--- config.mk ---
export PLATFORM = sky130hd
export DESIGN_NAME = pool_border_ctrl
export DESIGN_NICKNAME = d
export VERILOG_FILES = /design/src/rtl/pool_border_pkg.sv /design/src/rtl/pool_axis_tracker.sv /design/src/rtl/pool_word_delay.sv /design/src/rtl/pool_border_judge.sv /design/src/rtl/pool_border_ctrl.sv
export SDC_FILE = /design/constraint.sdc
export NUM_CORES = 1
export LEC_CHECK = 0
export ABC_AREA = 1
export BUFFER_PORTS_ARGS = -buffer_cell sky130_fd_sc_hd__buf_2
export CAP_MARGIN = 20
export CELL_PAD_IN_SITES_DETAIL_PLACEMENT = 1
export CELL_PAD_IN_SITES_GLOBAL_PLACEMENT = 2
export CORE_MARGIN = 4
export CORE_UTILIZATION = 37
export CTS_CLUSTER_SIZE = 28
export DETAILED_ROUTE_END_ITERATION = 8
export GPL_ROUTABILITY_DRIVEN = 0
export GPL_TIMING_DRIVEN = 1
export PLACE_DENSITY = 0.93
export SYNTH_ARGS = -nofsm -noshare
export SYNTH_HDL_FRONTEND = slang
export SYNTH_SLANG_ARGS = --single-unit
--- constraint.sdc ---
create_clock -name clk -period 6 [get_ports clk]
set_input_delay 0.9 -clock clk [delete_from_list [all_inputs] [get_ports clk]]
set_output_delay 0.9 -clock clk [all_outputs]
set_load 0.05 [all_outputs]
--- src/rtl/pool_border_pkg.sv ---
package pool_border_pkg;

  typedef enum logic [1:0] {
    BM_EDGE_EXCL = 2'd0,
    BM_EDGE_INCL = 2'd1,
    BM_ZERO_PAD  = 2'd2,
    BM_ZERO_PAD2 = 2'd3
  } border_mode_e;

  // One serial lane sample carried down the word delay line
  typedef struct packed {
    logic act;    // inside a word
    logic first;  // bit 0 of a word
    logic dat;    // data bit
  } lane_t;

endpackage

--- src/rtl/pool_axis_tracker.sv ---
module pool_axis_tracker #(
  parameter int CW = 8,
  parameter int SW = 4
) (
  input  logic          clk,
  input  logic          rst,
  input  logic          restart,
  input  logic          advance,
  input  logic [CW-1:0] last,
  input  logic [CW-1:0] off,
  input  logic [SW-1:0] stride,
  output logic [CW-1:0] pos,
  output logic          at_last,
  output logic          aligned
);

  logic [SW-1:0] phase;
  logic [SW-1:0] ph_last;
  logic [CW-1:0] nxt_pos;

  assign ph_last = (stride == '0) ? '0 : stride - 1'b1;
  assign at_last = (pos >= last);
  assign nxt_pos = at_last ? '0 : pos + 1'b1;
  assign aligned = (pos >= off) && (phase == '0);

  // phase tracks (pos - off) mod stride once pos has reached off
  always_ff @(posedge clk) begin
    if (rst || restart) begin
      pos   <= '0;
      phase <= '0;
    end else if (advance) begin
      pos <= nxt_pos;
      if (nxt_pos == off)
        phase <= '0;
      else if (phase >= ph_last)
        phase <= '0;
      else
        phase <= phase + 1'b1;
    end
  end

endmodule

--- src/rtl/pool_word_delay.sv ---
module pool_word_delay
  import pool_border_pkg::*;
#(
  parameter int DW = 8
) (
  input  logic  clk,
  input  logic  rst,
  input  lane_t lane_in,
  output lane_t lane_tap
);

  localparam int STAGES = DW - 1;

  lane_t stage [STAGES];

  always_ff @(posedge clk) begin
    if (rst) begin
      for (int k = 0; k < STAGES; k++) stage[k] <= '0;
    end else begin
      stage[0] <= lane_in;
      for (int k = 1; k < STAGES; k++) stage[k] <= stage[k-1];
    end
  end

  assign lane_tap = stage[STAGES-1];

endmodule

--- src/rtl/pool_border_judge.sv ---
module pool_border_judge
  import pool_border_pkg::*;
#(
  parameter int CW = 8
) (
  input  logic          started,
  input  logic          col_ok,
  input  logic          row_ok,
  input  logic [CW-1:0] col_pos,
  input  logic [CW-1:0] row_pos,
  input  logic [CW-1:0] edge_lim,
  input  logic [1:0]    mode,
  output logic          keep,
  output logic          zero
);

  logic overhang;
  logic pad_mode;

  assign overhang = (col_pos < edge_lim) || (row_pos < edge_lim);
  assign pad_mode = (mode == BM_ZERO_PAD) || (mode == BM_ZERO_PAD2);
  assign keep     = started && col_ok && row_ok;
  assign zero     = keep && pad_mode && overhang;

endmodule

--- src/rtl/pool_border_ctrl.sv ---
module pool_border_ctrl
  import pool_border_pkg::*;
#(
  parameter int DW = 8,
  parameter int CW = 8,
  parameter int SW = 4
) (
  input  logic          clk,
  input  logic          rst,
  input  logic [CW-1:0] cfg_width,
  input  logic [CW-1:0] cfg_height,
  input  logic [SW-1:0] cfg_stride,
  input  logic [SW-1:0] cfg_win,
  input  logic [1:0]    cfg_mode,
  input  logic          in_bit,
  input  logic          in_first,
  input  logic          in_frame,
  output logic          out_bit,
  output logic          out_first,
  output logic          out_valid
);

  localparam int BW = $clog2(DW + 1);

  logic [BW-1:0] bit_left;
  logic          in_act;
  logic          started;
  logic          restart;
  logic          col_adv;
  logic          row_adv;
  logic [CW-1:0] edge_lim;
  logic [CW-1:0] grid_off;
  logic [CW-1:0] col_last;
  logic [CW-1:0] row_last;
  logic [CW-1:0] col_pos;
  logic [CW-1:0] row_pos;
  logic          col_wrap;
  logic          row_wrap;
  logic          col_ok;
  logic          row_ok;
  logic          j_keep;
  logic          j_zero;
  logic          keep_q;
  logic          zero_q;
  logic          cur_keep;
  logic          cur_zero;
  lane_t         lane_in;
  lane_t         lane_tap;

  // Input word framing
  always_ff @(posedge clk) begin
    if (rst)
      bit_left <= '0;
    else if (in_first)
      bit_left <= BW'(DW - 1);
    else if (bit_left != '0)
      bit_left <= bit_left - 1'b1;
  end

  assign in_act = in_first || (bit_left != '0);

  always_ff @(posedge clk) begin
    if (rst)
      started <= 1'b0;
    else if (in_first && in_frame)
      started <= 1'b1;
  end

  // Coordinate tracking
  assign restart  = in_first && in_frame;
  assign col_adv  = in_first && !in_frame;
  assign row_adv  = col_adv && col_wrap;
  assign col_last = cfg_width - 1'b1;
  assign row_last = cfg_height - 1'b1;
  assign edge_lim = (cfg_win == '0) ? '0 : CW'(cfg_win) - 1'b1;
  assign grid_off = (cfg_mode == BM_EDGE_EXCL) ? edge_lim : '0;

  pool_axis_tracker #(.CW(CW), .SW(SW)) u_col (
    .clk     (clk),
    .rst     (rst),
    .restart (restart),
    .advance (col_adv),
    .last    (col_last),
    .off     (grid_off),
    .stride  (cfg_stride),
    .pos     (col_pos),
    .at_last (col_wrap),
    .aligned (col_ok)
  );

  pool_axis_tracker #(.CW(CW), .SW(SW)) u_row (
    .clk     (clk),
    .rst     (rst),
    .restart (restart),
    .advance (row_adv),
    .last    (row_last),
    .off     (grid_off),
    .stride  (cfg_stride),
    .pos     (row_pos),
    .at_last (row_wrap),
    .aligned (row_ok)
  );

  pool_border_judge #(.CW(CW)) u_judge (
    .started  (started),
    .col_ok   (col_ok),
    .row_ok   (row_ok),
    .col_pos  (col_pos),
    .row_pos  (row_pos),
    .edge_lim (edge_lim),
    .mode     (cfg_mode),
    .keep     (j_keep),
    .zero     (j_zero)
  );

  // One-word alignment of the serial data
  assign lane_in = '{act: in_act, first: in_first, dat: in_bit};

  pool_word_delay #(.DW(DW)) u_delay (
    .clk      (clk),
    .rst      (rst),
    .lane_in  (lane_in),
    .lane_tap (lane_tap)
  );

  // The decision is taken when bit 0 reaches the tap; counters still hold this word then
  assign cur_keep = lane_tap.first ? j_keep : keep_q;
  assign cur_zero = lane_tap.first ? j_zero : zero_q;

  always_ff @(posedge clk) begin
    if (rst) begin
      keep_q    <= 1'b0;
      zero_q    <= 1'b0;
      out_bit   <= 1'b0;
      out_first <= 1'b0;
      out_valid <= 1'b0;
    end else begin
      if (lane_tap.first) begin
        keep_q <= j_keep;
        zero_q <= j_zero;
      end
      out_first <= lane_tap.first;
      out_valid <= lane_tap.act && cur_keep;
      out_bit   <= lane_tap.dat && !cur_zero;
    end
  end

endmodule

Word-level counts from Yosys, hierarchy flattened
Memories as Yosys holds them, arrays and structs flattened.
Index checks and enable logic that the tools add are counted.
{ "classes": {"addsub": 9, "multipliers": 0, "div": 0, "order_cmp": 8, "eq_ne": 4, "n_shift": 0, "mux": 23, "bitwise_logic": 7, "reduce_logical": 25} }
{ "op_table": {"columns": ["op", "n"], "rows": [
  ["8-bit >= comparator", 4],
  ["8-bit 2-to-1 mux", 4],
  ["3-bit 2-to-1 mux", 9],
  ["4-bit 2-to-1 mux", 5],
  ["8-bit by 1-bit adder with 8-bit output (second input constant)", 2],
  ["8-bit == test", 2],
  ["4-bit logical NOT", 4],
  ["8-bit < comparator", 2],
  ["8-bit by 1-bit subtractor with 8-bit output (second input constant)", 2],
  ["1-bit logical AND", 11],
  ["4-bit by 1-bit adder with 4-bit output (second input constant)", 2],
  ["4-bit >= comparator", 2],
  ["4-bit by 1-bit subtractor with 4-bit output (second input constant)", 2],
  ["1-bit OR", 7],
  ["1-bit 2-to-1 mux", 5],
  ["4-bit by 1-bit subtractor with 5-bit output (second input constant)", 1],
  ["2-bit == test (second input constant)", 2],
  ["1-bit logical OR", 4],
  ["4-bit nonzero test", 1],
  ["1-bit logical NOT", 2],
  ["2-bit logical NOT", 1],
  ["2-bit nonzero test", 1],
  ["2-bit OR reduction", 1]
]} }
{ "word_totals": {"regBits": 34, "latchBits": 0, "ram_bits": 21, "romBits": 0, "inputBits": 31, "output_inout_bits": 3, "word_cells": 89, "n_memories": 1} }
{ "memory_table": {"columns": ["memory", "words", "width", "read_ports", "rd_ports_with_merged_regs", "write_ports", "line_no", "text"], "rows": [
  ["u_delay.stage", 7, 3, 7, 0, 7, "pool_word_delay.sv:14", "lane_t stage [STAGES];"]
]} }

Depth between registers and ports, before layout
Gate-level depths: netlist of the first run.
{ "logic_depth": {"depth_word": 12, "mapped_depth": 18, "ltp_nobuf": 17} }

Cells and area by module
A second synthesis of the first run with hierarchy kept.
{ "hier_totals": {"cells_unflattened": 729, "area_unflattened_um2": 4799.6} }
{ "by_module_without_submodules": {"columns": ["module", "instances", "cells_each", "area_per_inst_um2", "seq_area_each_um2"], "rows": [
  ["pool_axis_tracker at u_row", 1, 224, 1488.9, 240.2],
  ["pool_axis_tracker at u_col", 1, 223, 1438.9, 240.2],
  ["pool_border_ctrl", 1, 150, 862.1, 200.2],
  ["pool_word_delay", 1, 68, 623.1, 420.4],
  ["pool_border_judge", 1, 64, 386.6, 0.0]
]} }

Worst setup path after synthesis of the first run
No wires, ideal clock.
{ "synth_path": {"path_kind": "input to register", "from": "input port cfg_width[0]", "to": "register u_col.phase[0]", "setup_ns": 0.126, "t_arrival_ns": 2.930, "path_slack_ns": 2.944, "cell_stages": 16, "path_cell_list": "inv_1 -> ha_1 -> nor3b_1 -> nor3b_1 -> xnor2_1 -> ha_1 -> nand2_1 -> o21a_1 -> buf_4 -> nand3_1 -> nand2_1 -> nand2_1 -> nor2_1 -> nand3_1 -> nand2_1 -> a21oi_1"} }
{ "synth_between": {"elab_chain_cells": 5} }
{ "synth_rtl": {"columns": ["element", "line_no", "text"], "rows": [
  ["from (decl)", "pool_border_ctrl.sv:10", "input logic [CW-1:0] cfg_width,"],
  ["8-bit by 1-bit subtractor with 8-bit output", "pool_border_ctrl.sv:73", "assign col_last = cfg_width - 1'b1;"],
  ["8-bit >= comparator", "pool_axis_tracker.sv:22", "assign at_last = (pos >= last);"],
  ["8-bit 2-to-1 mux", "pool_axis_tracker.sv:23", "assign nxt_pos = at_last ? '0 : pos + 1'b1;"],
  ["8-bit == test", "pool_axis_tracker.sv:33", "if (nxt_pos == off)"],
  ["4-bit 2-to-1 mux", "pool_axis_tracker.sv:33", null],
  ["to (signal assigned)", "pool_axis_tracker.sv:38", "phase <= phase + 1'b1;"],
  ["to (decl)", "pool_axis_tracker.sv:17", "logic [SW-1:0] phase;"]
]} }
Every way passes these cells.
A chain may end at the register's enable or synchronous reset.

Worst setup path in the final report of the first run
{ "layout_path": {"from": "input port cfg_width[0]", "to": "register u_row.phase[2]"} }
{ "layout_between": {"elab_chain_cells": 3} }
{ "layout_rtl": {"columns": ["element", "line_no", "text"], "rows": [
  ["8-bit by 1-bit subtractor with 8-bit output", "pool_border_ctrl.sv:73", null],
  ["8-bit >= comparator", "pool_axis_tracker.sv:22", null],
  ["1-bit logical AND", "pool_border_ctrl.sv:72", "assign row_adv = col_adv && col_wrap;"],
  ["to (signal assigned)", "pool_axis_tracker.sv:38", null],
  ["to (decl)", "pool_axis_tracker.sv:17", null]
]} }
Every way passes these cells.

==> results of run 1 <==
==> layer usage <==
layer,global-route usage,up-vias
met3,0.0214,7
met2,0.308,18
met5,0,-
li1,-,1982
met1,0.217,1840
met4,0.0240,0
==> cell type report <==
type / instances / area, um2 / share of cell area
clock inverters: 3 / 33.8 / 0.00750
well taps: 140 / 175 / 0.0389
multi-input cells: 443 / 2610 / 0.578
flip-flops and latches: 55 / 1100 / 0.244
clock buffers: 5 / 68.8 / 0.0153
inverters: 95 / 357 / 0.0791
repair buffers: 33 / 165 / 0.0366
==> path summary, 6_finish.rpt <==
kind / start / endpoint / depth (start not counted)
worst max-delay path: cfg_width[0] / u_row.phase[2] / 16
worst max register to register: u_col.pos[0] / u_row.phase[2] / 14
worst min register to register: u_delay.stage[0][3] / u_delay.stage[1][0] / 2
worst min-delay path: u_delay.stage[0][3] / u_delay.stage[1][0] / 2
==> placed cells by master, fill, tap and decap left out, types with 2 or more instances in the layout <==
| master | count |
|---|---|
| inv_1 | 94 |
| dfxtp_1 | 55 |
| nor3b_1 | 4 |
| nor3_1 | 4 |
| clkbuf_8 | 5 |
| o21bai_1 | 2 |
| nand3b_1 | 3 |
| buf_2 | 33 |
| a211oi_1 | 2 |
| o21a_1 | 2 |
| nor2_1 | 67 |
| o21ai_0 | 25 |
| nand4_1 | 15 |
| nand2_1 | 118 |
| a21oi_2 | 2 |
| xor2_1 | 13 |
| nand3_1 | 36 |
| a21oi_1 | 51 |
| ha_1 | 64 |
| xnor2_1 | 8 |
| conb_1 | 16 |
==> worst min-delay path, stage by stage (launching register included) <==
cell     delay [ns]
dfxtp_1        0.31
inv_1          0.04
nor2_1         0.03
==> power groups by stage <==
stage	combinational [mW]	sequential, mW	clock [mW]
2_1_floorplan	0.129	0.397	0
3_3_place_gp	0.169	0.403	0
3_5_place_dp	0.181	0.403	0
4_1_cts	0.182	0.395	0.235
5_1_grt	0.213	0.397	0.252
6_report	0.180	0.395	0.230
==> cells by family after synthesis <==
logic type / Yosys count / share of synthesized area
xor+xnor: 21 / 0.0452
fa+ha+maj: 64 / 0.197
flops: 55 / 0.271
simple gates: 253 / 0.266
compound gates: 89 / 0.118
other cells: 1 / 0.000922
buf+inv: 106 / 0.102
==> flip-flops by register name, summed over array words and instances (netlist names), 4 cells and up <==
signal         count
u_col.phase        4
u_delay.stage     21
u_col.pos          8
u_row.phase        4
bit_left           4
u_row.pos          8
==> metrics.md, run 1 <==
| Metric | Value |
|---|---|
| Reg power frac | 0.491 |
| Top-count cell post-synth | nand2_1 |
| Top cell family by delay on the critical path | simple AND/OR/NAND/NOR gates |
| Top Metal Used | met4 |
| Avg Inst Size Synth | 6.90 um2 |
| Met2 wire length | 5190 um |
| CTS Root Cell | clkbuf_8 |
| Combinational power share | 0.224 |
| Slew margin rel. | 0.452 |
| Worst EP arrival | 3.70 ns |
| Design Power | 804 uW |
| Core area | 10800 um2 |
| Warnings from Yosys | 0 |
| Cell area after layout | 4510 um2 |
| Asr flop ratio synth | 0 |
| Worst path bufs/invs | 3 |
| DRC viols | 0 |
| Startpoint types | input port |
| Number of synthesized flops with an enable pin | 0 |
| Total wire length | 10400 um |
| Worst-skew pair later-pin latency | 0.32 ns |
| Reg-to-reg setup timing slack | 3.50 ns |
| Min Tclk post-route | 3.47 ns |
| Synthesized flop and latch total | 55 |
| Initial Util | 0.377 |
| Port Buffers | 33 |
| I/O Pins | 34 |
| Post-Route Setup TNS | 0 ns |
| Synthesized area | 4070 um2 |
| Top cells by count, synth | nand2_1 (118), inv_1 (94), nor2_1 (67), ha_1 (64), dfxtp_1 (55) |
| Hold_ws | 0.410 ns |
| DIE AREA | 12700 um2 |
| CTS Sinks | 55 |
| DR iter-0 viols | 168 |
| Post-synthesis sequential area ratio | 0.271 |
| Status | finished, final reports clean |
| Lkg Pwr | 2.30 nW |
| CTS H-tree lvls | 2 |
| First-pass GRT wire length | 18300 um |
| TritonCTS clock tree | yes |
| Layout cells sized above 1 | 0.0726 |
| Worst Path Max Fanout | 17 |
| Worst clock skew | 0.0214 ns |
| Critical path class | in2reg |
| Placed Cells incl. Taps | 766 |
| Fmax achieved | 0.288 GHz |
| Area leader, netlist | dfxtp_1 |
| Via-per-instance ratio | 4.97 |
| DIE HEIGHT | 113 um |
| Max VDD drop | 0.0999 mV |
| Layout Nets | 728 |
| Net Sw Power | 269 uW |
| Avg WL per Cell | 13.4 um |
| Worst setup EP type | flop |
| Pin count of the biggest net entering global routing | 31 |
| Final WS setup | 2.53 ns |
| CTS max path bufs | 2 |
| Drt pass-1 iters | 4 |
| Layout area overhead | 10.8% |
| Clock power frac | 0.286 |
| Fillers | 1443 |
| Slowest cell on crit path | o21a_1 |
| Sw frac | 0.335 |
| P per Cell Area | 178 nW/um2 |
| Die X-Extent | 113 um |
| DRT antenna net count | 0 |
| Num CTS Buffers | 5 |
| Vias in the first global route | 4030 |
| Final Cycle Share | 0.578 |
| Critical Path Max Stage Delay | 0.35 ns |
| Worst Tran Pin Value | 0.819 ns |
| GRT Util Overall | 0.169 |
| Postcts setup bufs | 0 |
| Initial antenna violation count | 0 |
| Crit path cell chain | buf_2, inv_1, ha_1, nor3b_1, nor3b_1, xnor2_1, ha_1, nand2_1, o21a_1, nand2_1, nand2_1, inv_2, nand2_1, nor2_1, nand2_1, a21oi_1 |
| N_diodes | 0 |
| Cell variety after synth | 35 |
| Critical Path Most Common Cell | nand2_1 |
| Placement Rows | 38 |
| DR vias | 3847 |
| Synth Flop Type | dfxtp_1 |
| Max Cap Viol | 0 |
| Synth area leaders | dfxtp_1 (27%), ha_1 (20%), nand2_1 (11%) |
| Data required, critical path | 6.24 ns |
| Int Pwr | 535 uW |
| Post-DP HPWL | 8290 um |
| DP Worst Slack | 2.22 ns |
| Finished Layout Cells | 774 |
| Clock Pin Slew Worst Setup and Hold Paths | 0.11 ns |
| Synth top area share | 0.271 |
| GR Overflow Total | 0 |
| Post-CTS resize count | 0 |
| Met3 WL | 138 um |
| Placed cell areas | 4400 um2 |
| RSZ-0062 raised after global routing | no |
| Met1 Wirelength | 4940 um |
| Cells after Synth | 589 |
| Slew Viols, Final | 0 |
| Hold Path Class | reg2reg |
| Final setup fails | 0 |
| Final Hold Viols | 0 |
| Finished Core Util | 0.418 |
| Hold buffer count at CTS | 0 |
Power figures use the tool's default switching activity.
==> inputs of run 2 (changes only) <==
--- a/config.mk
+++ b/config.mk
@@ -11,12 +11,12 @@
 export CELL_PAD_IN_SITES_DETAIL_PLACEMENT = 1
 export CELL_PAD_IN_SITES_GLOBAL_PLACEMENT = 2
 export CORE_MARGIN = 4
-export CORE_UTILIZATION = 37
+export CORE_UTILIZATION = 34
 export CTS_CLUSTER_SIZE = 28
 export DETAILED_ROUTE_END_ITERATION = 8
 export GPL_ROUTABILITY_DRIVEN = 0
 export GPL_TIMING_DRIVEN = 1
-export PLACE_DENSITY = 0.93
+export PLACE_DENSITY = 0.87
 export SYNTH_ARGS = -nofsm -noshare
 export SYNTH_HDL_FRONTEND = slang
 export SYNTH_SLANG_ARGS = --single-unit
==> constraint.sdc (replaced) <==
create_clock -name clk -period 3.3 [get_ports clk]
set_input_delay 0.495 -clock clk [delete_from_list [all_inputs] [get_ports clk]]
set_output_delay 0.495 -clock clk [all_outputs]
set_load 0.05 [all_outputs]
==> run 2 against run 1 <==
  * Worst hold slack got worse by 0.0040 ns
  * Clock power increased by 140%
  * Clock skew decreased by 0.016 ns
  * Sequential share of layout area decreased by 0.58 points
  * Routed wire length increased by 0.31%
  * Count of clock-buffer cells in the layout unchanged
  * Register-to-register slack got worse by 2.5 ns
  * Critical path type unchanged
  * Critical endpoint is now u_row.phase[0]
  * Largest power group unchanged
==> metrics.md, run 2 (synthesis gave the netlist of run 1 again) <==
| Metric | Value |
|---|---|
| Via-per-instance ratio | 4.88 (was 4.97) |
| Min Tclk post-route | 2.89 ns |
| Final Hold Viols | 0 (unchanged) |
| Commonest non-fill, non-tap cell in the layout | nand2_1 (unchanged) |
| Met3 Use GR | 0.0173 (was 0.0214) |
| Core area | 11600 um2 (was 10800 um2) |
| Final Cycle Share | 0.876 |
| DRT antenna net count | 0 (unchanged) |
| Worst setup EP type | flop (unchanged) |
| DR vias | 3820 (was 3847) |
| Max VDD drop | 0.260 mV (was 0.0999 mV) |
| Hold Path Class | in2reg (was reg2reg) |
| Worst-skew pair later-pin latency | 0.29 ns (was 0.32 ns) |
| Vias in the first global route | 3963 (was 4030) |
| TritonCTS clock tree | yes (unchanged) |
| Critical path class | in2reg (unchanged) |
| Worst Tran Pin Value | 0.521 ns (was 0.819 ns) |
| Most Crowded Layer GR | met2 (unchanged) |
| Pin count of the biggest net entering global routing | 31 (unchanged) |
| Port Buffers | 33 (unchanged) |
| Initial Util | 0.352 (was 0.377) |
| Slew margin rel. | 0.652 (was 0.452) |
| Worst clock skew | 0.00522 ns (was 0.0214 ns) |
| Worst Path Max Fanout | 12 (was 17) |
| Layout area overhead | 13.5% (was 10.8%) |
| Hold buffer count at CTS | 0 (unchanged) |
| M1 GR Usage | 0.195 (was 0.217) |
| First-pass GRT wire length | 18200 um (was 18300 um) |
| Post-CTS resize count | 0 (unchanged) |
| Final WS setup | 0.409 ns (was 2.53 ns) |
| Status | finished, final reports clean (unchanged) |
| Lkg Pwr | 2.36 nW (was 2.30 nW) |
| Met2 usage | 0.286 (was 0.308) |
| Hold EP | u_delay.stage[0][0] (was u_delay.stage[1][0]) |
| Initial antenna violation count | 0 (unchanged) |
| Layout Nets | 734 (was 728) |
| Die X-Extent | 117 um (was 113 um) |
| RR Endpoint | u_row.phase[2] (unchanged) |
| Total wire length | 10400 um (about the same) |
| Slew Viols, Final | 0 (unchanged) |
| Startpoint types | input port (unchanged) |
| Hold Path Depth | 3 (was 2) |
| DRC viols | 0 (unchanged) |
| Fillers | 1493 (was 1443) |
| Reg2reg start | u_col.pos[0] (unchanged) |
| P per Cell Area | 346 nW/um2 (was 178 nW/um2) |
| Layout cells sized above 1 | 0.0828 (was 0.0726) |
| RSZ-0062 raised after global routing | no (unchanged) |
| GRT Util Overall | 0.153 (was 0.169) |
| CTS max path bufs | 2 (unchanged) |
| Commonest cells after routing, fill and taps aside | nand2_1 (118), inv_1 (94), nor2_1 (67) (unchanged) |
| Num CTS Buffers | 5 (unchanged) |
| Crit path launch | cfg_height[0] (was cfg_width[0]) |
| Fmax achieved | 0.346 GHz |
| Post-Route Setup TNS | 0 ns (unchanged) |
| Max Cap Viol | 0 (unchanged) |
| Finished Core Util | 0.399 (was 0.418) |
| Data required, critical path | 3.47 ns (was 6.24 ns) |
| Final setup fails | 0 (unchanged) |
| CTS Sinks | 55 (unchanged) |
| DIE AREA | 13800 um2 (was 12700 um2) |
| Hold_sp | in_bit (was u_delay.stage[0][3]) |
| DR iter-0 viols | 126 (was 168) |
| DP Worst Slack | 0.0318 ns (was 2.22 ns) |
| Clock Pin Slew Worst Setup and Hold Paths | 0.07 ns (was 0.11 ns) |
| GR Overflow Total | 0 (unchanged) |
| Largest Register | u_delay.stage (unchanged) |
| Design Power | 1.60 mW (was 804 uW) |
| CTS Root Cell | clkbuf_16 (was clkbuf_8) |
| Drt pass-1 iters | 4 (unchanged) |
| I/O Pins | 34 (unchanged) |
| DIE HEIGHT | 117 um (was 113 um) |
| Postcts setup bufs | 0 (unchanged) |
| N_diodes | 0 (unchanged) |
| Reg-to-reg setup timing slack | 1.00 ns (was 3.50 ns) |
| Placement Rows | 39 (was 38) |
| Post-DP HPWL | 8400 um (was 8290 um) |
| R2r worst-path depth | 14 (unchanged) |
| Hold_ws | 0.406 ns (was 0.410 ns) |
| CTS H-tree lvls | 2 (unchanged) |
| Worst EP arrival | 3.06 ns (was 3.70 ns) |
| Avg WL per Cell | 13.3 um (was 13.4 um) |
| Biggest regs | u_delay.stage (21), u_col.pos (8), u_row.pos (8) (unchanged) |
| Max reg flops | 21 (unchanged) |
## run 2: per-stage QoR
| step | instance area, um2 | instances |
|---|---|---|
| 4_1_cts | 4610 | 783 |
| 5_1_grt | 4620 | 783 |
| 3_3_place_gp | 4450 | 775 |
| 2_1_floorplan | 4120 | 604 |
| 3_5_place_dp | 4450 | 775 |
| 6_report | 4620 | 783 |
## run 2: routing by layer
| layer | wire (um) | vias up |
|---|---|---|
| met5 | 0 | - |
| met4 | 46 | 0 |
| met3 | 139 | 7 |
| met2 | 5220 | 22 |
| met1 | 4990 | 1792 |
| li1 | - | 1999 |
## run 2: layout make-up
cell class,count,area (um2),share of cell area
Sequential cell,55,1100,0.238
Tap cell,143,179,0.0388
Clock inverter,3,33.8,0.00732
Inverter,95,357,0.0772
Multi-Input combinational cell,443,2610,0.566
Timing Repair Buffer,39,210,0.0455
Clock buffer,5,125,0.0271
## run 2: power breakdown
group	leakage [nW]	internal (mW)	total [mW]	switching (mW)
sequential	0.448	0.687	0.716	0.0292
combinational	1.83	0.128	0.329	0.202
clock	0.0772	0.292	0.552	0.260
total	2.36	1.11	1.60	0.491
## run 2: worst max-delay path, stage by stage
cell	delay [ns]
buf_2	0.10
inv_1	0.07
ha_1	0.20
nor3b_1	0.26
nor3b_1	0.29
xnor2_1	0.16
ha_1	0.25
nand2_1	0.08
o21a_1	0.41
nand3_1	0.20
nand2_1	0.10
nand2_1	0.05
nor2_1	0.12
nand3_2	0.14
nand2_1	0.09
a21oi_1	0.06
## run 2: how the worst max path moves through the flow
stage	end	slack [ns]
5_1_grt	u_row.phase[1]	0.06
4_1_cts	u_row.phase[2]	0.29
2_1_floorplan	u_col.phase[0]	0.65
3_5_place_dp	u_row.phase[0]	0.03
6_report	u_row.phase[0]	0.41
3_3_place_gp	u_row.phase[3]	0.16
